[src/rtl/ivt_pkg.sv]
package ivt_pkg;
  // byte offsets of the shared words
  localparam logic [7:0] OFF_IEN  = 8'h00;
  localparam logic [7:0] OFF_IST  = 8'h04;
  localparam logic [7:0] OFF_WDC  = 8'h90;
  localparam logic [7:0] OFF_WDM  = 8'h94;
  // offsets inside a channel group
  localparam logic [3:0] SUB_CTRL = 4'h0;
  localparam logic [3:0] SUB_IVAL = 4'h4;
  localparam logic [3:0] SUB_CNT  = 4'h8;
  // control field positions
  localparam int CB_EN     = 0;
  localparam int CB_RELOAD = 1;
  localparam int CB_ONCE   = 7;
  localparam logic [7:0] CTRL_RST = 8'h04;
endpackage

[src/rtl/ivt_channel.sv]
module ivt_channel
  import ivt_pkg::*;
#(
  parameter int CNT_W = 32
) (
  input  logic             clk_i,
  input  logic             rst_ni,
  input  logic             tick_i,
  input  logic             ctrl_we_i,
  input  logic             ival_we_i,
  input  logic [CNT_W-1:0] wdata_i,
  output logic [7:0]       ctrl_o,
  output logic [CNT_W-1:0] ival_o,
  output logic [CNT_W-1:0] cnt_o,
  output logic             expire_o
);
  localparam logic [CNT_W-1:0] ONE = CNT_W'(1);

  logic [7:0]       ctrl_q, ctrl_d;
  logic [CNT_W-1:0] ival_q, ival_d;
  logic [CNT_W-1:0] cnt_q, cnt_d;
  logic             expire;

  always_comb begin
    ctrl_d = ctrl_q;
    ival_d = ival_q;
    cnt_d  = cnt_q;
    expire = 1'b0;
    if (ctrl_we_i) begin
      ctrl_d            = wdata_i[7:0];
      ctrl_d[CB_RELOAD] = 1'b0;
      if (wdata_i[CB_RELOAD]) cnt_d = ival_q;
    end else if (ival_we_i) begin
      ival_d = wdata_i;
      cnt_d  = wdata_i;
    end else if (ctrl_q[CB_EN] && tick_i) begin
      if (cnt_q <= ONE) begin
        expire = 1'b1;
        if (ctrl_q[CB_ONCE]) begin
          cnt_d         = '0;
          ctrl_d[CB_EN] = 1'b0;
        end else begin
          cnt_d = ival_q;
        end
      end else begin
        cnt_d = cnt_q - ONE;
      end
    end
  end

  always_ff @(posedge clk_i or negedge rst_ni) begin
    if (!rst_ni) begin
      ctrl_q <= CTRL_RST;
      ival_q <= '0;
      cnt_q  <= '0;
    end else begin
      ctrl_q <= ctrl_d;
      ival_q <= ival_d;
      cnt_q  <= cnt_d;
    end
  end

  assign ctrl_o   = ctrl_q;
  assign ival_o   = ival_q;
  assign cnt_o    = cnt_q;
  assign expire_o = expire;


  oneshot_stop_chk: assert property (@(posedge clk_i) disable iff (!rst_ni)
    (expire && ctrl_q[CB_ONCE]) |=> (!ctrl_q[CB_EN] && cnt_q == '0));

  periodic_reload_chk: assert property (@(posedge clk_i) disable iff (!rst_ni)
    (expire && !ctrl_q[CB_ONCE]) |=> (cnt_q == $past(ival_q)));

  stopped_hold_chk: assert property (@(posedge clk_i) disable iff (!rst_ni)
    (!ctrl_q[CB_EN] && !ctrl_we_i && !ival_we_i) |=> $stable(cnt_q));
endmodule

[src/rtl/ivt_irq_ctrl.sv]
module ivt_irq_ctrl #(
  parameter int NUM_CH = 6
) (
  input  logic              clk_i,
  input  logic              rst_ni,
  input  logic              en_we_i,
  input  logic              st_we_i,
  input  logic [NUM_CH-1:0] wdata_i,
  input  logic [NUM_CH-1:0] expire_i,
  output logic [NUM_CH-1:0] en_o,
  output logic [NUM_CH-1:0] st_o,
  output logic [NUM_CH-1:0] irq_o
);
  logic [NUM_CH-1:0] en_q, en_d;
  logic [NUM_CH-1:0] st_q, st_d;
  logic [NUM_CH-1:0] irq_q, irq_d;

  always_comb begin
    en_d  = en_we_i ? wdata_i : en_q;
    st_d  = (st_q & ~(st_we_i ? wdata_i : '0)) | expire_i;
    irq_d = expire_i & en_q;
  end

  always_ff @(posedge clk_i or negedge rst_ni) begin
    if (!rst_ni) begin
      en_q  <= '0;
      st_q  <= '0;
      irq_q <= '0;
    end else begin
      en_q  <= en_d;
      st_q  <= st_d;
      irq_q <= irq_d;
    end
  end

  assign en_o  = en_q;
  assign st_o  = st_q;
  assign irq_o = irq_q;


  irq_has_status_chk: assert property (@(posedge clk_i) disable iff (!rst_ni)
    (irq_q & ~st_q) == '0);

  set_beats_clear_chk: assert property (@(posedge clk_i) disable iff (!rst_ni)
    (expire_i != '0) |=> ((st_q & $past(expire_i)) == $past(expire_i)));
endmodule

[src/rtl/ivt_array.sv]
module ivt_array
  import ivt_pkg::*;
#(
  parameter int NUM_CH = 6,
  parameter int CNT_W  = 32,
  parameter int ADDR_W = 10
) (
  input  logic              clk_i,
  input  logic              rst_ni,
  input  logic              tick_i,
  input  logic [ADDR_W-1:0] addr_i,
  input  logic [31:0]       wdata_i,
  input  logic              wr_en_i,
  input  logic              rd_en_i,
  output logic [31:0]       rdata_o,
  output logic [NUM_CH-1:0] irq_o
);
  logic              hi_zero;
  logic [7:0]        off;
  logic [3:0]        grp, sub;
  logic [NUM_CH-1:0] ch_sel, expire, ien, ist;
  logic [7:0]        ctrl   [NUM_CH];
  logic [CNT_W-1:0]  ival   [NUM_CH];
  logic [CNT_W-1:0]  cnt    [NUM_CH];
  logic [31:0]       wdc_q, wdc_d, wdm_q, wdm_d, rdata_q, rdata_d;
  logic              hit;

  assign hi_zero = (addr_i[ADDR_W-1:8] == '0);
  assign off     = addr_i[7:0];
  assign grp     = addr_i[7:4];
  assign sub     = addr_i[3:0];

  for (genvar i = 0; i < NUM_CH; i++) begin : g_ch
    assign ch_sel[i] = hi_zero && (grp == 4'(i + 1));
    ivt_channel #(.CNT_W(CNT_W)) chan_i (
      .clk_i    (clk_i),
      .rst_ni   (rst_ni),
      .tick_i   (tick_i),
      .ctrl_we_i(wr_en_i && ch_sel[i] && sub == SUB_CTRL),
      .ival_we_i(wr_en_i && ch_sel[i] && sub == SUB_IVAL),
      .wdata_i  (wdata_i[CNT_W-1:0]),
      .ctrl_o   (ctrl[i]),
      .ival_o   (ival[i]),
      .cnt_o    (cnt[i]),
      .expire_o (expire[i])
    );
  end

  ivt_irq_ctrl #(.NUM_CH(NUM_CH)) irq_ctrl_i (
    .clk_i   (clk_i),
    .rst_ni  (rst_ni),
    .en_we_i (wr_en_i && hi_zero && off == OFF_IEN),
    .st_we_i (wr_en_i && hi_zero && off == OFF_IST),
    .wdata_i (wdata_i[NUM_CH-1:0]),
    .expire_i(expire),
    .en_o    (ien),
    .st_o    (ist),
    .irq_o   (irq_o)
  );

  always_comb begin
    wdc_d = (wr_en_i && hi_zero && off == OFF_WDC) ? wdata_i : wdc_q;
    wdm_d = (wr_en_i && hi_zero && off == OFF_WDM) ? wdata_i : wdm_q;
  end

  always_comb begin
    rdata_d = '0;
    hit     = 1'b0;
    if (hi_zero) begin
      case (off)
        OFF_IEN: begin rdata_d[NUM_CH-1:0] = ien; hit = 1'b1; end
        OFF_IST: begin rdata_d[NUM_CH-1:0] = ist; hit = 1'b1; end
        OFF_WDC: begin rdata_d = wdc_q; hit = 1'b1; end
        OFF_WDM: begin rdata_d = wdm_q; hit = 1'b1; end
        default: ;
      endcase
    end
    for (int i = 0; i < NUM_CH; i++) begin
      if (ch_sel[i]) begin
        case (sub)
          SUB_CTRL: begin rdata_d[7:0] = ctrl[i]; hit = 1'b1; end
          SUB_IVAL: begin rdata_d[CNT_W-1:0] = ival[i]; hit = 1'b1; end
          SUB_CNT:  begin rdata_d[CNT_W-1:0] = cnt[i]; hit = 1'b1; end
          default: ;
        endcase
      end
    end
    if (!rd_en_i) rdata_d = rdata_q;
  end

  always_ff @(posedge clk_i or negedge rst_ni) begin
    if (!rst_ni) begin
      wdc_q   <= '0;
      wdm_q   <= '0;
      rdata_q <= '0;
    end else begin
      wdc_q   <= wdc_d;
      wdm_q   <= wdm_d;
      rdata_q <= rdata_d;
    end
  end

  assign rdata_o = rdata_q;


  undecoded_zero_chk: assert property (@(posedge clk_i) disable iff (!rst_ni)
    (rd_en_i && !hit) |=> (rdata_o == '0));

  rdata_hold_chk: assert property (@(posedge clk_i) disable iff (!rst_ni)
    !rd_en_i |=> $stable(rdata_o));
endmodule

[config.mk]
export PLATFORM = sky130hd
export DESIGN_NAME = ivt_array
export DESIGN_NICKNAME = d
export VERILOG_FILES = /design/src/rtl/ivt_pkg.sv /design/src/rtl/ivt_channel.sv /design/src/rtl/ivt_irq_ctrl.sv /design/src/rtl/ivt_array.sv
export SDC_FILE = /design/constraint.sdc
export NUM_CORES = 2
export LEC_CHECK = 0
export BUFFER_PORTS_ARGS = -buffer_cell sky130_fd_sc_hd__buf_4
export CAP_MARGIN = 5
export CORE_MARGIN = 2
export CORE_UTILIZATION = 30
export CTS_BUF_LIST = sky130_fd_sc_hd__clkbuf_4
export DETAILED_ROUTE_END_ITERATION = 16
export PLACE_DENSITY_LB_ADDON = 0.2
export SYNTH_ARGS = -nofsm -noshare
export SYNTH_HDL_FRONTEND = slang
export SYNTH_SLANG_ARGS = --single-unit
[constraint.sdc]
create_clock -name clk_i -period 4.9 [get_ports clk_i]
set_input_delay 0.98 -clock clk_i [delete_from_list [all_inputs] [get_ports clk_i]]
set_output_delay 0.98 -clock clk_i [all_outputs]
set_load 0.03 [all_outputs]
After elaboration in Yosys (flattened, before gate mapping)
Index checks and enable logic that the tools add are counted.

Register bits: 540. Latch bits: 0. Memory bits (writable): 0. Bits in read-only memories: 0. Input port bits: 47. Output and inout bits: 38. Word-level logic and storage cells: 267. Memories: 0.

Add/sub/neg operators: 6. Multiply operators: 0. Div/mod/pow operators: 0. Magnitude comparators: 6. Eq/ne operators: 23. Shift-type cells: 0. Mux-type cells: 112. Bitwise operators: 10. Reduce and logical (&&, ||, !) cells: 80.

Operators by type and width (number): two-way mux 32 bit (43); one-hot mux 24 bit (2 select lines) (6); less-or-equal comparator 32 x 1 -> 1 bit, second input constant (6); subtractor 32 x 1 -> 32 bit, second input constant (6); one-hot mux 8 bit (3 select lines) (6); two-way mux 1 bit (54); one-hot mux 26 bit (2 select lines) (1); nonzero test 2 bit (18); logical AND 1 bit (35); one-hot mux 6 bit (4 select lines) (1); AND reduction 2 bit (12); AND reduction 4 bit (6); nonzero test 3 bit (6); == test 4 x 3 -> 1 bit, second input constant (4); == test 8 bit, second input constant (2); bitwise AND 6 bit (2); inequality test 2 x 1 -> 1 bit, second input constant (6); inequality test 2 bit, second input constant (6); == test 4 x 2 -> 1 bit, second input constant (2); == test 8 x 3 -> 1 bit, second input constant (1); logical NOT 8 bit (1); two-way mux 6 bit (1); inverter 1 bit (6); inverter 6 bit (1); 5 further kinds (5).

Longest topological paths before layout
Depth in word-level cells: 15. Mapped depth: 11. Mapped depth without buffers: 8.

By module
From an unflattened synthesis, not the netlist that was laid out.

Cells, all modules: 3552. Area total of the unflattened synthesis: 33328.2 um^2.

Modules (own cells, without submodules): ivt_channel at g_ch[0].chan_i ... (times used 5, cells an instance 426, area an instance 4146.5 um^2, seq. area each 1778.0 um^2); ivt_array (times used 1, cells an instance 898, area an instance 7878.8 um^2, seq. area each 2402.3 um^2); ivt_channel at g_ch[5].chan_i (times used 1, cells an instance 481, area an instance 4060.1 um^2, seq. area each 1778.0 um^2); ivt_irq_ctrl (times used 1, cells an instance 43, area an instance 656.9 um^2, seq. area each 450.4 um^2).

Worst setup path after synthesis
No wires, ideal clock.

Path type: input port to flip-flop. Start: input addr_i[7]. End: register g_ch[4].chan_i.cnt_q[29]. Setup time: 0.129 ns. Arrival: 3.310 ns. Required time: 4.771 ns. Slack: 1.462 ns. Stages: 9. Path buffers: 4. Cells stage by stage: clkbuf_1 > or4b_1 > nor3_1 > buf_2 > mux2i_1 > clkbuf_1 > clkbuf_1 > o21ai_0 > o2bb2ai_1.

Cells in the longest elaborated chain, start to end: 6. Elaborated cells between the ends (all ways): 10. Those cells by class: eq/ne: 2; mux: 2; reduce/logical: 6.

RTL lines: start: declaration (RTL line ivt_array.sv:11) `input logic [ADDR_W-1:0] addr_i,`; == test 4 x 3 -> 1 bit (*) (RTL line ivt_array.sv:34) `assign ch_sel[i] = hi_zero && (grp == 4'(i + 1));`; logical AND 1 bit (*) (RTL line ivt_array.sv:34); logical AND 1 bit (*) (RTL line ivt_array.sv:39, ivt_array.sv:40); logical AND 1 bit (on tied branches) (RTL line ivt_array.sv:39, ivt_array.sv:40); inequality test 2 bit (no line), or another cell as far along; AND reduction 2 bit (no line) or two-way mux 32 bit (tied branches); end signal: assignment (RTL line ivt_channel.sv:59) `cnt_q <= cnt_d;`; end: declaration (RTL line ivt_channel.sv:21) `logic [CNT_W-1:0] cnt_q, cnt_d;`.

Every way passes the cells marked *; elsewhere a longest branch is shown, timed or not. A chain may end at the register's enable or synchronous reset.

Final worst setup path
Start: register g_ch[0].chan_i.cnt_q[26]. End: register g_ch[0].chan_i.cnt_q[22].

Cells in the longest elaborated chain, start to end: 5.

RTL lines: start: declaration (RTL line ivt_channel.sv:21); start signal: assignment (RTL line ivt_channel.sv:59); less-or-equal comparator 32 x 1 -> 1 bit (RTL line ivt_channel.sv:37) `if (cnt_q <= ONE) begin`; two-way mux 32 bit (RTL line ivt_channel.sv:37); two-way mux 32 bit (RTL line ivt_channel.sv:36) `end else if (ctrl_q[CB_EN] && tick_i) begin`; two-way mux 32 bit (RTL line ivt_channel.sv:33) `end else if (ival_we_i) begin`; two-way mux 32 bit (RTL line ivt_channel.sv:29) `if (ctrl_we_i) begin`.

Every way passes these cells. The select of a mux whose other input is x is not followed.

==> summary.md <==
| Metric | Value |
|---|---|
| Outcome | finished, final reports clean |
| Num rows | 117 |
| Post-Route WL | 143600 um |
| Area grow syn2layout | 15.13% |
| DR vias | 31.14k |
| First-pass GRT wire length | 210800 um |
| Final Skew | between 0.08 and 0.09 ns |
| Starting Density | 30.37% |
| Crit path time final | 3.758 ns |
| Worst Tran Pin Value | 1.260 ns |
| Crit path arrival time | ~4.7 ns |
| Cell Area, Synth | 31030 sq um |
| Chip Height | roughly 330 um |
| DR pass1 iterations | 6 |
| Routed len/inst | 27.44 um |
| Final Hold Fails | 0 |
| Post-CTS setup buffers | 0 |
| Root Buffer | clkbuf_4 |
| Hold Buf Count CTS | 1 |
| Worst Path Class, Setup | flip-flop to flip-flop |
| Yosys reg bits | 540 |
| Final Cycle Share | 76.69% |
| Largest net degree at the start of global routing | 167 |
| Final HPWL DP | about 100000 um |
| Syn nets | 3704 |
| Worst-path clk slew | 0.06 ns |
| CP Data Required Time | just under 6 ns |
| Synth unique cells | 89 |
| EDFF count, synth | 0 |
| Synth Warn # | 0 |
| Core area | 102200 sq um |
| Total power draw | 10.81 mW |
| Number of global-route vias before repair | 29.60k |
| DRC viols | 0 |
| Slowest stage cell, crit path | and2_1 |
| Worst Hold Class | input pin to flip-flop |
| Synth Instances | 3645 |
| Sequential share of the synthesized area | between 40 and 50% |
| Die ar. | around 110000 sq um |
| Top-count cell post-synth | nand2_1 |
| Synth top cells by count | nand2_1 (772), dfrtp_1 (534), o21ai_0 (255) |
| Top cell by count, worst path | or4_4 |
| Synth area leader | dfrtp_1 |
| Max Cap Violations | 0 |
| Antenna violations before repair | 15 |
| Htree depth | 4 |
| Area share of the largest cell type after synthesis | between 40% and 50% |
| Clk_lat worst skew | ~1.1 ns |
| Crit path cell chain | or4_4, or4_4, or3_1, o31ai_2, buf_4, and2_1, a221o_1 |
| Vias per cell | ~6.0 |
| Antenna Violating Nets Remaining | 0 |
| Global route overflow | 0 |
| Count of pins over their slew limit | 0 |
| Commonest register cell after synthesis | dfrtp_1 |
| Finish-stage setup viols | 0 |
| Crit-path max cell delay | 0.76 ns |
| Setup TNS | 0 ns |
| Crit path launch type | flip-flop |
| Clock Sinks | 540 |
| Layout Nets | 3795 |
| Worst vdd ir | 0.2047 mV |
| IO Port Bufs | 84 |
| Share of cells above drive strength 1 | 16.32% |
| Die width | between 300 and 400 um |
| Post-CTS sizing | 0 |
| GRT Util Overall | 26.60% |
| Largest cells by area after synthesis | dfrtp_1 (43%), nand2_1 (9.3%), a22oi_1 (5.0%) |
| First-iteration detailed-routing DRC count | 3918 |
| Global placement routability congestion | ~0.93 |
| PD cells | roughly 300 nW/um^2 |
| TritonCTS clock tree | built |
| Avg Cell Area, Syn | 8.512 sq um |
| CP Buf/Inv Count | 1 |
| Ports | 85 |
| Crit-path leading delay family | simple AND/OR/NAND/NOR gates |
| TritonCTS Buffers | ~160 |
| Fmax | 266.1 MHz |
| Async SR Flop Fraction | 100.0% |
| Worst rel slew slack | 15.97% |
| Number of buffers on the longest clock path | 3 |
| Leak | 15.50 nW |
| CP Capture Type | flip-flop |
| Crit path max fanout | 15 |
| RSZ-0062 raised after global routing | no |
routing by layer:
layer  wire (um)  vias to the layer above  global-route usage (%)
met5          29                        -                       0
met4        7373                        6                   13.66
met3       12910                      293                   5.554
met2       60200                     1551                   37.63
met1       63100                    15480                   37.96
li1            -                    13820                       -
final cells by class:
class	instances	area [sq um]
Clock buffer	244	1832
Sequential cell	540	13520
Fill cell	10920	66460
Multi-Input combinational cell	2769	16340
Clock inverter	40	325.3
Timing Repair Buffer	223	1822
Inverter	39	146.4
Tap cell	1368	1712
Antenna cell	10	25.02
power breakdown:
| part | total (mW) | switching (mW) | internal, mW |
|---|---|---|---|
| Sequential | 4.78 | 0.188 | 4.59 |
| Combinational | 1.29 | 0.885 | 0.403 |
| Clock | 4.74 | 2.21 | 2.53 |
kinds of logic (layout without fill, tap and decap cells):
group	after synthesis	in the layout	synth area share, %
AO/OA/AOI/OAI	1108	1108	23.98
XOR/XNOR	41	41	1.157
adder cells (fa/ha/maj)	12	12	0.4839
buffers and inverters	336	546	4.258
flip-flops	540	540	43.58
multiplexers	131	131	4.561
other	0	10	0
AND/OR/NAND/NOR	1477	1477	21.98
worst reg2reg max path: stages, from the launching register on:
cell,delay [ns]
dfrtp_1,0.46
or4_4,0.55
or4_4,0.58
or3_1,0.51
o31ai_2,0.26
buf_4,0.24
and2_1,0.76
a221o_1,0.29
per-stage QoR:
stage / hold slack, ns / util, % / cells / setup slack (ns) / cell area, sq um
after global placement: 0.4496 / 32.81 / 4938 / 0.6261 / 33530
after detailed placement: 0.4568 / 32.81 / 4938 / 0.5468 / 33530
final: 0.2510 / 34.96 / 5233 / 1.142 / 35720
after CTS: 0.1624 / 34.93 / 5223 / 1.196 / 35700
after global routing: 0.2127 / 34.95 / 5229 / 0.9463 / 35710
after floorplan: 0.4348 / - / 3645 / 1.462 / 31030
sequential cells by signal, summed over array words and instances (netlist names):
name and count:
wdm_q 32, g_ch.chan_i.ival_o 192, irq_ctrl_i.irq_o 6, g_ch.chan_i.cnt_o 192
wdc_q 32, g_ch.chan_i.ctrl_o 42, rdata_o 32, irq_ctrl_i.st_o 6
irq_ctrl_i.en_o 6
worst paths after layout:
check,startpoint,to,slack (ns),cells after the start
setup / recovery,g_ch[0].chan_i.cnt_o[26]$_DFFE_PN0P_,g_ch[0].chan_i.cnt_o[22]$_DFFE_PN0P_,1.14,7
hold / removal,wdata_i[0],g_ch[5].chan_i.ctrl_o[0]$_DFFE_PN0P_,0.25,3
setup reg to reg,g_ch[0].chan_i.cnt_o[26]$_DFFE_PN0P_,g_ch[0].chan_i.cnt_o[22]$_DFFE_PN0P_,1.14,7
hold reg to reg,g_ch[1].chan_i.ctrl_o[5]$_DFFE_PN0P_,g_ch[1].chan_i.ctrl_o[5]$_DFFE_PN0P_,0.46,2
max in group asynchronous,rst_ni,rdata_o[15]$_DFFE_PN0P_,3.12,3
min in group asynchronous,rst_ni,g_ch[2].chan_i.cnt_o[3]$_DFFE_PN0P_,0.42,2
layout by cell type, fill, tap and decap left out, types with 31 or more instances in the layout:
cell type / Yosys / routed
buf_4: 4 / 210
dfrtp_1: 534 / 534
nand2_1: 772 / 770
nor2_1: 196 / 196
or3_1: 53 / 53
o31ai_1: 35 / 32
a21oi_1: 155 / 152
nand4_1: 31 / 31
nand3_1: 83 / 83
mux2_2: 76 / 76
or4_1: 37 / 37
o21ai_0: 255 / 255
mux2i_1: 48 / 47
a221o_1: 54 / 54
nor4_1: 81 / 78
nor3_1: 96 / 92
o22ai_1: 93 / 93
a22oi_1: 205 / 205
inv_1: 38 / 38
clkbuf_4: 0 / 244
Note: power is estimated with default switching activity, not from simulation.
